## src/rtl/fp_range_fixup.sv

```systemverilog
module fp_range_fixup #(
  parameter int EW       = 18,
  parameter int BIAS_ADJ = 24576,
  parameter int EMAX     = 32767
) (
  input  logic                 clk,
  input  logic                 rst_n,
  input  logic                 in_valid,
  input  logic                 in_sign,
  input  logic signed [EW-1:0] in_exp,
  input  logic [63:0]          in_sig,
  input  logic                 in_grd,
  input  logic                 in_stk,
  input  logic [1:0]           rmode,
  input  logic [1:0]           pc,
  input  logic                 ovf_mask,
  input  logic                 unf_mask,
  output logic                 out_valid,
  output logic                 out_sign,
  output logic [14:0]          out_exp,
  output logic [63:0]          out_sig,
  output logic                 flag_ovf,
  output logic                 flag_unf,
  output logic                 flag_prec,
  output logic                 exc_req
);
  localparam int VW = 66;
  localparam logic [VW-1:0] ONES = {VW{1'b1}};

  logic [VW-1:0] v, vd;
  logic signed [EW:0] dsh, e_r;
  logic [6:0] dd, k;
  logic zero, tiny, den, rbit, rest, lsb, inexact, inc, carry, ovf, to_inf;
  logic [63:0] keep;
  logic [64:0] sum;

  assign v    = {in_sig, in_grd, in_stk};
  assign zero = ~|v;
  assign tiny = in_exp <= 0;
  assign den  = tiny & unf_mask;
  assign dsh  = (EW+1)'(1) - (EW+1)'(in_exp);
  assign dd   = (dsh > 66) ? 7'd66 : dsh[6:0];
  assign vd   = den ? ((v >> dd) | {{(VW-1){1'b0}}, |(v & ~(ONES << dd))}) : v;

  always_comb
    case (pc)
      2'b00:   k = 7'd40;
      2'b10:   k = 7'd11;
      default: k = 7'd0;
    endcase

  assign keep    = {64{1'b1}} << k;
  assign rbit    = vd[7'(k + 7'd1)];
  assign rest    = |(vd & ~(ONES << (k + 7'd1)));
  assign lsb     = vd[7'(k + 7'd2)];
  assign inexact = rbit | rest;

  always_comb
    case (rmode)
      2'b00:   inc = rbit & (rest | lsb);
      2'b01:   inc = inexact & in_sign;
      2'b10:   inc = inexact & ~in_sign;
      default: inc = 1'b0;
    endcase

  assign sum    = {1'b0, vd[VW-1:2] & keep} + (65'(inc) << k);
  assign carry  = sum[64];
  assign e_r    = (EW+1)'(in_exp) + (EW+1)'(carry);
  assign ovf    = ~zero & ~tiny & (e_r >= (EW+1)'(EMAX));
  assign to_inf = (rmode == 2'b00) | (rmode == 2'b10 & ~in_sign) | (rmode == 2'b01 & in_sign);

  logic [14:0] n_exp;
  logic [63:0] n_sig;
  logic n_o, n_u, n_p, n_r;

  always_comb begin
    n_exp = e_r[14:0];
    n_sig = carry ? {1'b1, 63'b0} : sum[63:0];
    n_o = 1'b0; n_u = 1'b0; n_p = inexact; n_r = 1'b0;
    if (zero) begin
      n_exp = '0; n_sig = '0; n_p = 1'b0;
    end else if (ovf) begin
      n_o = 1'b1; n_p = 1'b1;
      if (ovf_mask) begin
        n_exp = to_inf ? 15'h7FFF : 15'h7FFE;
        n_sig = to_inf ? {1'b1, 63'b0} : keep;
      end else begin
        n_exp = 15'(e_r - (EW+1)'(BIAS_ADJ));
        n_r   = 1'b1;
      end
    end else if (tiny) begin
      if (unf_mask) begin
        n_exp = {14'b0, sum[63]};
        n_u   = inexact;
      end else begin
        n_exp = 15'(e_r + (EW+1)'(BIAS_ADJ));
        n_u   = 1'b1;
        n_r   = 1'b1;
      end
    end
  end

  always_ff @(posedge clk or negedge rst_n)
    if (!rst_n) begin
      out_valid <= 1'b0; out_sign <= 1'b0; out_exp <= '0; out_sig <= '0;
      flag_ovf <= 1'b0; flag_unf <= 1'b0; flag_prec <= 1'b0; exc_req <= 1'b0;
    end else begin
      out_valid <= in_valid;
      flag_ovf  <= in_valid & n_o;
      flag_unf  <= in_valid & n_u;
      flag_prec <= in_valid & n_p;
      exc_req   <= in_valid & n_r;
      if (in_valid) begin
        out_sign <= in_sign;
        out_exp  <= n_exp;
        out_sig  <= n_sig;
      end
    end
endmodule

```

## config.mk

```make
export PLATFORM = sky130hd
export DESIGN_NAME = fp_range_fixup
export DESIGN_NICKNAME = d
export VERILOG_FILES = /design/src/rtl/fp_range_fixup.sv
export SDC_FILE = /design/constraint.sdc
export NUM_CORES = 1
export LEC_CHECK = 0
export ABC_AREA = 1
export BUFFER_PORTS_ARGS = -buffer_cell sky130_fd_sc_hd__buf_2
export CELL_PAD_IN_SITES_DETAIL_PLACEMENT = 2
export CELL_PAD_IN_SITES_GLOBAL_PLACEMENT = 2
export CORE_UTILIZATION = 31
export CTS_BUF_LIST = sky130_fd_sc_hd__clkbuf_2
export CTS_CLUSTER_DIAMETER = 200
export DETAILED_ROUTE_END_ITERATION = 7
export PLACE_DENSITY = 0.88
export SETUP_SLACK_MARGIN = 0.5
export SLEW_MARGIN = 20
export SYNTH_ARGS = -nofsm -noshare
export SYNTH_HDL_FRONTEND = slang
export SYNTH_SLANG_ARGS = --single-unit
```

## constraint.sdc

```tcl
create_clock -name clk -period 1 [get_ports clk]
set_clock_uncertainty 0.1 [all_clocks]
set_input_delay 0.1 -clock clk [delete_from_list [all_inputs] [get_ports clk]]
set_output_delay 0.1 -clock clk [all_outputs]
set_load 0.005 [all_outputs]
```

==> qor.csv, run 1 <==
stage,metric,value,unit
die,rows,79,
place,dp_hpwl,118000,um
yosys,synthTopCellsByArea,"nand2_1, nand3_1, dfrtp_1",
die,die_h,221,um
yosys,synth-edff-count,0,
place,place.gp.congestion,1.23,
run_status,status,did not finish,
yosys,synth_top_area_share,25.1,%
yosys,synth-seq-cells,85,
die,io_pins,179,
yosys,avgSynthCellArea,5.27,um^2
die,start_util,31.7,%
run_status,lastStage,detailed placement,
die,die_x,221,um
place,io_buffers,178,
yosys,syn_area,14800,um^2
yosys,yosysSeqAreaShare,14.3,%
run_status,error,[ERROR DPL-0033] detailed placement checks failed during check placement.,
yosys,synth_cell_types,58,
yosys,yosys_warnings,0,
yosys,synthCells,2816,
yosys,synthFlopType,dfrtp_1,
yosys,yosysTopAreaCell,nand2_1,
yosys,async_reset_ff_share,100,%
[cell usage after synthesis (22+ instances only)]
library cell    n
inv_1         230
nor2_1        250
a21oi_1        71
nand2_1       991
o21ai_0        80
clkbuf_1       40
dfrtp_1        85
ha_1           25
inv_2          22
buf_2          39
nand4_1        42
nor3_1         25
nand3_1       626
xor2_1         24
o21ai_1        38
[cell families after synthesis]
family,Yosys count,share of synthesized area (%)
compound gates,253,9.86
xor+xnor,36,2.12
fa+ha+maj,26,2.24
buf+inv,381,11.0
flops,85,14.3
other cells,1,0.0253
simple gates,2034,60.4
[stage by stage]
step              TNS, ps  cells  cell area [um^2]  setup WS (ps)
floorplan         -499090   2829             15200          -6130
global placement  -584570   4265             22100          -7330
==> inputs of run 2 (changes only) <==
==> config.mk (replaced) <==
export PLATFORM = sky130hd
export DESIGN_NAME = fp_range_fixup
export DESIGN_NICKNAME = d
export VERILOG_FILES = /design/src/rtl/fp_range_fixup.sv
export SDC_FILE = /design/constraint.sdc
export NUM_CORES = 1
export LEC_CHECK = 0
export ABC_AREA = 1
export BUFFER_PORTS_ARGS = -buffer_cell sky130_fd_sc_hd__buf_2
export CORE_UTILIZATION = 35
export DETAILED_ROUTE_END_ITERATION = 7
export PLACE_DENSITY_LB_ADDON = 0.15
export SLEW_MARGIN = 20
export SYNTH_ARGS = -nofsm -noshare
export SYNTH_HDL_FRONTEND = slang
export SYNTH_SLANG_ARGS = --single-unit
==> qor.csv, run 2 <==
stage,metric,value,unit,change
sta,hold_viol_final,1,,
sta,grt_setup_unrepaired,yes,,
detailed_routing,initialDrtViolationCount,3081,,
layout,final_cell_mix,"nand2_1, buf_4, nand3_1, inv_1, nor2_1",,
clocking,clk_latency,370,ps,
global_route,grtUsageTotal,44.0,%,
critical_path,cp-end-kind,register,,
place,io_buffers,178,,unchanged
yosys,synthCells,2816,,unchanged
layout,fin_area,26200,um^2,
critical_path,reg2reg_from,out_exp[13]$_DFFE_PN0P_,,
run_status,violations,"negative hold slack, negative setup slack",,
critical_path,crit_required,1170,ps,
clocking,cts.sinks,85,,
critical_path,reg2regPathDepth,2,,
yosys,synthFlopType,dfrtp_1,,unchanged
critical_path,slowest_delay,240,ps,
critical_path,crit_type,input pin to register,,
yosys,synth-seq-cells,85,,unchanged
die,io_pins,179,,unchanged
power,p_per_area,802,nW/um^2,
yosys,yosys_warnings,0,,unchanged
yosys,syn_area,14800,um^2,unchanged
clocking,htreeDepth,3,,
layout,fillers,3991,,
sta,worst_pin_slew,563,ps,
layout,largest_registers,"out_sig (64), out_exp (15)",,
die,core,41900,um^2,
critical_path,critPathLaunch,in_exp[2],,
critical_path,critPathArrivalTime,7850,ps,
layout,drive_gt1_share,42.5,%,
yosys,synth_most_common_cell,nand2_1,,unchanged
sta,max_freq,130,MHz,
place,placed_area,22200,um^2,
die,die_h,208,um,was 221 um
layout,final_common_cell,nand2_1,,
detailed_routing,ant_nets,0,,
yosys,synthTopCellsByArea,"nand2_1, nand3_1, dfrtp_1",,unchanged
yosys,async_reset_ff_share,100,%,unchanged
layout,final_util,62.6,%,
sta,setup_viol,168,,
die,rows,75,,was 79
detailed_routing,wl_per_cell,22.1,um,
layout,largest_register_ffs,64,,
clocking,cts_made_buffers,9,,
critical_path,path_max_fanout,26,,
clocking,clkSlewWorstSetupHoldPaths,70,ps,
yosys,yosysTopAreaCell,nand2_1,,unchanged
global_route,overflow,0,,
sta,slew_headroom,62.5,%,
sta,slew_viol_final,0,,
clocking,root_buffer,clkbuf_16,,
power,peakVddDrop,0.990,mV,
clocking,cts_tree,built,,
die,start_util,35.5,%,was 31.7%
critical_path,r2r_slack,50,ps,
yosys,synth_cell_types,58,,unchanged
sta,post-route-min-period,7680,ps,
detailed_routing,drt_pass1_iterations,6,,
place,dp_hpwl,75500,um,was 118000 um
sta,setup_ws,-6680,ps,
sta,tns,-549360,ps,
place,place.gp.congestion,1.08,,was 1.23
flow_run,drv_cap,0,,
layout,layout.cells.non_filler,4362,,
die,die_x,208,um,was 221 um
yosys,synth-edff-count,0,,unchanged
power,p_leak,13.9,nW,
detailed_routing,vias,24625,,
yosys,synth_top_area_share,25.1,%,unchanged
hold_path,min_to,out_exp[14]$_DFFE_PN0P_,,
global_route,antenna_found_initial,2,,
place,dp_cells,4220,,
critical_path,worst_path_max_delay_cell,nand3_1,,
sta,min_period_over_period,768,%,
detailed_routing,drc_errors,0,,
detailed_routing,via_per_inst,5.65,,
hold_path,whs_path_depth,3,,
layout,syn_to_final_growth,76.5,%,
detailed_routing,wl,96600,um,
layout,regMostFlops,out_sig,,
layout,finalNetCount,3938,,
critical_path,timing.rr.end,out_exp[13]$_DFFE_PN0P_,,
run_status,status,finished with violations,,was did not finish
die,die_area,43200,um^2,
yosys,ys_top_cells_by_count,"nand2_1, nand3_1, nor2_1",,unchanged
global_route,grt_pass1_vias,23875,,
global_route,grt_start_max_net_pins,51,,
clocking,cts_buffer_depth,2,,
global_route,grt_pass1_wl,144000,um,
critical_path,start_kind,input pin,,
sta,whs,-13.9,ps,
yosys,avgSynthCellArea,5.27,um^2,unchanged
hold_path,hold_class,input pin to register,,
hold_path,min_from,ovf_mask,,
yosys,yosysSeqAreaShare,14.3,%,unchanged
run 2: cell counts after synthesis:
Identical to the previous run, type by type.
run 2: critical path: cells and delay by family:
family,cells,cell delay [ps]
simple gates,43,4770
buf+inv,14,1390
compound gates,4,480
fa+ha+maj,6,1050
run 2: worst max path at each step:
stage	slack (ps)	to	cells after the start
global route	-7150	out_sig[22]$_DFFE_PN0P_	69
floorplan	-6130	out_sig[19]$_DFFE_PN0P_	65
CTS	-6300	out_sig[21]$_DFFE_PN0P_	72
global placement	-7410	out_exp[14]$_DFFE_PN0P_	61
detailed placement	-7620	out_sig[35]$_DFFE_PN0P_	64
finish	-6680	out_sig[22]$_DFFE_PN0P_	67
run 2: final cells by class:
cell class	instances	area, um^2	share of cell area [%]
multi-input combinational	2365	13300	50.7
timing repair buffer	1093	8720	33.3
sequential	85	2130	8.12
inverter	261	1060	4.03
tap	539	674	2.57
clock buffer	9	225	0.860
clock inverter	6	71.3	0.272
timing repair inverter	3	31.3	0.119
antenna	1	2.50	0.00955
run 2: through the flow:
stage | setup WS (ps) | total power, mW
floorplan | -6130 | 9.03
global placement | -7410 | 14.7
detailed placement | -7620 | 14.8
CTS | -6300 | 20.4
global route | -7150 | 22.0
finish | -6680 | 21.0
run 2: kinds of logic after synthesis:
family / count (synthesis) / synth area share, %
compound gates: 253 / 9.86
xor+xnor: 36 / 2.12
fa+ha+maj: 26 / 2.24
buf+inv: 381 / 11.0
flops: 85 / 14.3
other cells: 1 / 0.0253
simple gates: 2034 / 60.4
run 2: timing repair:
item | in CTS | in global routing
setup buffers | 91 | 10
gates cloned | 25 | 0
endpoints found under the setup margin | 168 | 168
endpoints found under the hold margin | 88 | 0
hold buffers | 2 | 0
resized for setup | 493 | 70
pin swaps | 119 | 26
run 2: power breakdown:
part / switching [mW] / internal (mW)
logic: 7.74 / 5.70
registers: 0.230 / 3.87
clock network: 1.52 / 1.94
total: 9.50 / 11.5
run 2: routing by layer:
layer	track usage, %	up-vias	part of all wire, %
li1	-	11306	-
met1	58.2	11477	41
met2	66.0	1469	42
met3	9.03	371	10
met4	25.6	2	6.8
met5	0	-	0.011
No activity file was read; power rests on OpenSTA's default activity.
